`config.mk`:
```
export PLATFORM = sky130hd
export DESIGN_NAME = ptag_tlb
export DESIGN_NICKNAME = d
export VERILOG_FILES = /design/src/rtl/ptag_tlb.sv
export SDC_FILE = /design/constraint.sdc
export NUM_CORES = 1
export LEC_CHECK = 0
export BUFFER_PORTS_ARGS = -buffer_cell sky130_fd_sc_hd__buf_2
export CORE_UTILIZATION = 45
export DETAILED_ROUTE_END_ITERATION = 10
export PLACE_DENSITY = 0.58
export SYNTH_ARGS = -nofsm -noshare
export SYNTH_HDL_FRONTEND = slang
export SYNTH_SLANG_ARGS = --single-unit
```
`constraint.sdc`:
```
create_clock -name clk -period 6.13 [get_ports clk]
set_input_delay 0.3065 -clock clk [delete_from_list [all_inputs] [get_ports clk]]
set_output_delay 0.3065 -clock clk [all_outputs]
set_load 0.02 [all_outputs]
```
`src/rtl/ptag_tlb.sv`:
```
module ptag_tlb #(
  parameter int ENTRIES = 8,
  parameter int VPN_W   = 19,
  parameter int PID_W   = 8,
  parameter int PPN_W   = 21,
  parameter int OFS_W   = 13
) (
  input  logic                     clk,
  input  logic                     rst_n,
  input  logic                     lk_valid,
  input  logic [VPN_W+OFS_W-1:0]   lk_va,
  input  logic [PID_W-1:0]         lk_pid,
  input  logic [1:0]               lk_kind,
  input  logic                     fl_valid,
  input  logic [VPN_W-1:0]         fl_vpn,
  input  logic [PID_W-1:0]         fl_pid,
  input  logic [PPN_W-1:0]         fl_ppn,
  input  logic [2:0]               fl_rights,
  input  logic                     fl_dirty,
  input  logic                     inv_all,
  input  logic                     inv_pid_en,
  input  logic [PID_W-1:0]         inv_pid,
  output logic                     rsp_valid,
  output logic                     rsp_hit,
  output logic                     rsp_miss,
  output logic                     rsp_fault,
  output logic                     rsp_dirty,
  output logic [PPN_W+OFS_W-1:0]   rsp_pa
);

  localparam int IDX_W = (ENTRIES > 1) ? $clog2(ENTRIES) : 1;
  localparam int PA_W  = PPN_W + OFS_W;

  logic [ENTRIES-1:0] vld_q, vld_d, dty_q;
  logic [VPN_W-1:0]   vpn_q [ENTRIES];
  logic [PID_W-1:0]   pid_q [ENTRIES];
  logic [PPN_W-1:0]   ppn_q [ENTRIES];
  logic [2:0]         rgt_q [ENTRIES];
  logic [IDX_W-1:0]   rr_q;

  logic [VPN_W-1:0]   lk_vpn;
  logic [ENTRIES-1:0] lk_hitv, fl_hitv;

  assign lk_vpn = lk_va[VPN_W+OFS_W-1:OFS_W];

  for (genvar g = 0; g < ENTRIES; g++) begin : g_cmp
    assign lk_hitv[g] = vld_q[g] && vpn_q[g] == lk_vpn && pid_q[g] == lk_pid;
    assign fl_hitv[g] = vld_q[g] && vpn_q[g] == fl_vpn && pid_q[g] == fl_pid;
  end

  logic [PPN_W-1:0] lk_ppn;
  logic [2:0]       lk_rgt;
  logic             lk_dty;

  always_comb begin
    lk_ppn = '0;
    lk_rgt = '0;
    lk_dty = 1'b0;
    for (int i = 0; i < ENTRIES; i++) begin
      if (lk_hitv[i]) begin
        lk_ppn = lk_ppn | ppn_q[i];
        lk_rgt = lk_rgt | rgt_q[i];
        lk_dty = lk_dty | dty_q[i];
      end
    end
  end

  logic lk_any, perm;
  logic o_hit, o_miss, o_fault, o_dirty;

  assign lk_any = |lk_hitv;

  always_comb begin
    case (lk_kind)
      2'd0:    perm = lk_rgt[0];
      2'd1:    perm = lk_rgt[1];
      2'd2:    perm = lk_rgt[2];
      default: perm = 1'b0;
    endcase
  end

  assign o_miss  = lk_valid && !lk_any;
  assign o_fault = lk_valid && lk_any && !perm;
  assign o_dirty = lk_valid && lk_any && perm && lk_kind == 2'd1 && !lk_dty;
  assign o_hit   = lk_valid && lk_any && perm && !o_dirty;

  logic [IDX_W-1:0] free_idx, same_idx, victim;
  logic             use_rr;

  always_comb begin
    free_idx = '0;
    same_idx = '0;
    for (int i = ENTRIES - 1; i >= 0; i--) begin
      if (!vld_q[i]) free_idx = IDX_W'(i);
      if (fl_hitv[i]) same_idx = IDX_W'(i);
    end
  end

  assign use_rr = !(|fl_hitv) && (&vld_q);
  assign victim = (|fl_hitv) ? same_idx : (use_rr ? rr_q : free_idx);

  always_comb begin
    vld_d = vld_q;
    if (inv_all) vld_d = '0;
    if (inv_pid_en) begin
      for (int i = 0; i < ENTRIES; i++)
        if (pid_q[i] == inv_pid) vld_d[i] = 1'b0;
    end
    if (fl_valid) vld_d[victim] = 1'b1;
  end

  always_ff @(posedge clk or negedge rst_n) begin
    if (!rst_n) begin
      vld_q <= '0;
      rr_q  <= '0;
    end else begin
      vld_q <= vld_d;
      if (fl_valid && use_rr)
        rr_q <= (rr_q == IDX_W'(ENTRIES - 1)) ? '0 : rr_q + 1'b1;
    end
  end

  always_ff @(posedge clk) begin
    if (fl_valid) begin
      vpn_q[victim] <= fl_vpn;
      pid_q[victim] <= fl_pid;
      ppn_q[victim] <= fl_ppn;
      rgt_q[victim] <= fl_rights;
      dty_q[victim] <= fl_dirty;
    end
  end

  always_ff @(posedge clk or negedge rst_n) begin
    if (!rst_n) begin
      rsp_valid <= 1'b0;
      rsp_hit   <= 1'b0;
      rsp_miss  <= 1'b0;
      rsp_fault <= 1'b0;
      rsp_dirty <= 1'b0;
      rsp_pa    <= '0;
    end else begin
      rsp_valid <= lk_valid;
      rsp_hit   <= o_hit;
      rsp_miss  <= o_miss;
      rsp_fault <= o_fault;
      rsp_dirty <= o_dirty;
      rsp_pa    <= (lk_valid && lk_any) ? {lk_ppn, lk_va[OFS_W-1:0]} : PA_W'(0);
    end
  end

endmodule

```
# Word level (Yosys, flattened, before mapping)
# Memory sizes are Yosys's and may differ from the RTL's.
# Cells that the tools add are included.
[classes]
add_sub_neg = 1
n_lt_le_gt_ge = 2
eq_ne = 43
bitwise_logic = 22
mux = 61
n_reduce_logical = 51
[op_table]
columns = ["op", "count"]
rows = [
  ["== test 19 bit", 16],
  ["== test 8 bit", 24],
  ["two-way mux 21 bit", 8],
  ["OR 21 bit", 7],
  ["two-way mux 3 bit", 27],
  ["logical AND 1 bit", 42],
  ["two-way mux 34 bit", 1],
  ["two-way mux 8 bit", 3],
  ["OR 3 bit", 7],
  ["two-way mux 1 bit", 19],
  ["OR reduction 8 bit", 2],
  ["bitwise mux 8 bit", 1],
  ["OR 8 bit", 1],
  ["AND reduction 8 bit", 1],
  ["OR 1 bit", 7],
  ["logical NOT 1 bit", 5],
  ["< comparator 3 x 4 -> 1 bit (second input constant)", 1],
  ["adder 3 x 1 -> 3 bit (second input constant)", 1],
  ["demux 1 bit (select 3 bit)", 1],
  ["== test 3 bit (second input constant)", 1],
  ["greater-or-equal comparator 3 x 1 -> 1 bit (second input constant)", 1],
  ["case mux 1 bit (3 select lines)", 1],
  ["== test 2 x 1 -> 1 bit (second input constant)", 1],
  ["== test 2 bit (second input constant)", 1],
  ["logical NOT 2 bit", 1],
]
[totals]
reg_bits = 58
inputBits = 108
out_inout_bits = 39
elab_cells = 193
ramBits = 408
memories = 4
[memory_table]
columns = ["name", "depth", "word_bits", "rd", "rd_clocked_by_memory_dff", "wr", "line", "source"]
rows = [
  ["ppn_q", 8, 21, 8, 0, 1, "37", "logic [PPN_W-1:0] ppn_q [ENTRIES];"],
  ["vpn_q", 8, 19, 8, 0, 1, "35", "logic [VPN_W-1:0] vpn_q [ENTRIES];"],
  ["pid_q", 8, 8, 8, 0, 1, "36", "logic [PID_W-1:0] pid_q [ENTRIES];"],
  ["rgt_q", 8, 3, 8, 0, 1, "38", "logic [2:0] rgt_q [ENTRIES];"],
]

# Depth between registers and ports, before layout
[depth]
depth_word = 24
depth_mapped = 11
mapped_depth_nobuf = 8

# Least setup slack after synthesis
# Ideal clock, no wire load.
[synth_path]
kind = "register to register"
start = "memory vpn_q[0][13]"
end = "register dty_q[0], enable pin"
path_slack_ns = 1.154
setup_ns = 0.462
path_buffers = 0
required_ns = 5.668
path_stages_with_launch = 9
period_less_slack_ns = 4.976
arrival_ns = 4.514
path_cell_list = "edfxtp_1 > xnor2_2 > nand4_1 > or4_1 > or4_4 > and2_1 > and3b_1 > or3b_4 > nor2_1"
[synth_rtl]
columns = ["item", "line", "source"]
rows = [
  ["from (decl)", "35", ""],
  ["to (signal, indexed assignment)", "129", "dty_q[victim] <= fl_dirty;"],
  ["to (decl)", "34", "logic [ENTRIES-1:0] vld_q, vld_d, dty_q;"],
]

==> out/qor.yml <==
setup_path:
  path_buf_inv: 1
  critical_path_class: "flip-flop to flip-flop"
  cp_top_family: "simple AND/OR/NAND/NOR gates"
  path_max_fanout: 18
  end_kind: "flip-flop"
  worst_ep_arrival_time_ns: 4.56
  start_kind: "flip-flop"
  max_stage_delay_ns: 0.70
  worstPathRequired_ns: 6.40
  worstPathCellList: "xnor2_1 > nand2_1 > or4_1 > or4_4 > a41o_1 > o31ai_1 > o21ai_0 > nor2_4 > buf_4"
  crit_slowest_cell: "nor2_4"
sta:
  finalHoldViolations: 0
  whs_ns: 0.0473
  skew_ns: 0.0200
  min_period_ns: 4.28
  setup_ws_ns: 1.85
  max_freq_ghz: 0.234
  worst_pin_slew_ns: 1.14
  setup-violations-final: 0
  drv_slew: 0
  rsz0062_at_grt: "no"
  max_slew_margin_pct: 23.1
  timing.final.crit_share_pct: 69.8
  finalSetupTns_ns: 0
clock_network:
  clk_pin_slew_ns: 0.06
  clock_sinks: 466
  post_cts_resized: 0
  cts_hold_buf: 41
  post-cts-setup-buffers: 0
  numCtsBuffers: 51
  cts_tree: "yes"
  clock_latency_ns: 0.60
  root_buffer: "clkbuf_16"
  clockBufferDepth: 3
  h-tree-depth: 2
global_route:
  grt_pass1_vias: 14400
  antenna_found_initial: 4
  grt_overflow: 0
  grt_max_degree: 53
  grt_pass1_wl_um: 113000
  track_usage_pct: 33.4
die:
  die-area_um2: 49300
  initial_core_util_pct: 45.6
  die_w_um: 222
  die_y_um: 222
  coreArea_um2: 47700
  num_rows: 80
  ios: 147
cells_and_area:
  syn2layout_area_growth_pct: 16.5
  nets: 1827
  drive_above_1_share_pct: 16.5
  regArea_um2: 13700
  n_fill_cell: 3933
  stdcell_count: 2373
  antenna_cells: 0
  final_cell_mix: "edfxtp_1 (416), xnor2_1 (332), xor2_1 (160), buf_2 (146), nand4_1 (126)"
  final_core_util_pct: 53.2
  multi_input_area_um2: 7640
  final_common_cell: "edfxtp_1"
  final_cell_area_um2: 25400
logic_synthesis:
  yosys.area.top_type: "edfxtp_1"
  async_reset_ff_share_pct: 10.7
  syn_nets: 1644
  avgSynthCellArea_um2: 14.2
  yosys_warnings: 0
  ys_ff_latch: 466
  synth_edf_count: 416
  netlist.area_leader.share_pct: 57.3
  synth_flop_cell: "edfxtp_1"
  syn_inst: 1534
  syn_area_um2: 21800
  ys_seq_area_share_pct: 63.1
  synthTopCellsByArea: "edfxtp_1 (57%), xnor2_1 (13%), xor2_1 (6.4%)"
  yosysUniqueCellTypes: 60
routing:
  totalWireLength_um: 81900
  dr_total_vias: 14500
  ant_nets: 0
  avgRoutedWirePerCell_um: 34.5
  viasPerCell: 6.12
  dr.pass1.iters: 6
  drc: 0
  drt_iter0_drc: 1481
placed_design:
  place_hpwl_um: 57600
  gp_routability_congestion: 0.991
  dp.cells: 2238
  place_ws_ns: 1.67
  dpl-instance-area_um2: 23200
  numPortBuffers: 146
min_path:
  hold_path.class: "input port to flip-flop"
pwr:
  p_leak_nw: 8.37
  report.power.total_mw: 8.28
  irDropWorstVdd_mv: 0.313
  powerDensity_nw_per_um2: 326
outcome:
  status: "completed"
job:
  max_cap_violations: 0
[flip-flops by register name (all words and copies together), names as in the netlist]
| name | flops |
|---|---|
| ppn_q | 168 |
| rr_q | 3 |
| vpn_q | 152 |
| pid_q | 64 |
| rsp_pa | 34 |
| rsp_dirty | 1 |
| rsp_fault | 1 |
| dty_q | 8 |
| rsp_miss | 1 |
| rsp_hit | 1 |
| rgt_q | 24 |
| vld_q | 8 |
| rsp_valid | 1 |
[worst register-to-register path: cells and delay by family (launching register included)]
family	cells	cell delay, ns
buf+inv	1	0.39
compound gates	3	0.73
xor+xnor	1	0.56
simple gates	4	1.79
flops	1	0.49
[cell type report]
class	instances	area share, %
clock inverter	32	1.54
clock buffer	62	5.51
timing repair buffer	220	5.57
tap	615	3.03
multi-input combinational	972	30.1
sequential	466	54.2
inverter	6	0.0887
[where the power goes]
part | total, mW | switching, mW | leakage [nW] | internal (mW)
clock | 3.28 | 1.31 | 0.877 | 1.97
combinational | 1.09 | 0.764 | 3.02 | 0.323
sequential | 3.92 | 0.170 | 4.47 | 3.75
[kinds of logic after synthesis]
family,count (synthesis),share of synthesized area [%]
xor+xnor,496,20.1
flops,466,63.1
mux,3,0.155
buf+inv,96,2.18
simple gates,318,8.95
fa+ha+maj,2,0.115
compound gates,153,5.43
[per-layer routing]
layer / global-route usage [%] / wire length (um)
met1: 42.9 / 32500
met2: 53.7 / 38500
met3: 4.69 / 5380
met4: 20.4 / 5560
met5: 0 / 24
[worst paths after layout]
path / cells after the start / slack [ns] / start / to
worst max-delay path: 9 / 1.85 / pid_q[0][6]$_DFFE_PP_ / ppn_q[2][8]$_DFFE_PP_
worst min-delay path: 2 / 0.05 / inv_all / vld_q[6]$_DFF_PN0_
worst max register to register: 9 / 1.85 / pid_q[0][6]$_DFFE_PP_ / ppn_q[2][8]$_DFFE_PP_
worst min register to register: 2 / 0.55 / ppn_q[1][19]$_DFFE_PP_ / rsp_pa[32]$_DFF_PN0_
max in group asynchronous: 3 / 5.07 / rst_n / rsp_pa[29]$_DFF_PN0_
min in group asynchronous: 3 / 0.43 / rst_n / vld_q[2]$_DFF_PN0_
[synth_stat cells (2+ instances only)]
cell       instances
a22oi_1           46
a21boi_0           2
a31o_2             2
a221oi_1          22
buf_4              5
xnor2_2            4
nand4_1          126
nand4bb_1          3
buf_6              5
or4_1              8
clkbuf_1          31
o41ai_1            2
o211ai_1           2
xor2_1           160
nand3_1           18
nor4_1            54
o21ai_2            2
ha_1               2
nor2_1            15
inv_1              6
o21ai_0           11
a31oi_1           21
edfxtp_1         416
o311ai_0           2
nor4b_1           10
dfrtp_1           50
a22o_1            26
buf_2             46
nand3b_1           8
nand2_1           21
buf_1              3
xnor2_1          332
and2_1            21
nor3_1            21
mux2_2             3
nor2b_1            2
o21ai_1            3
No activity file was read; power rests on OpenSTA's default activity.
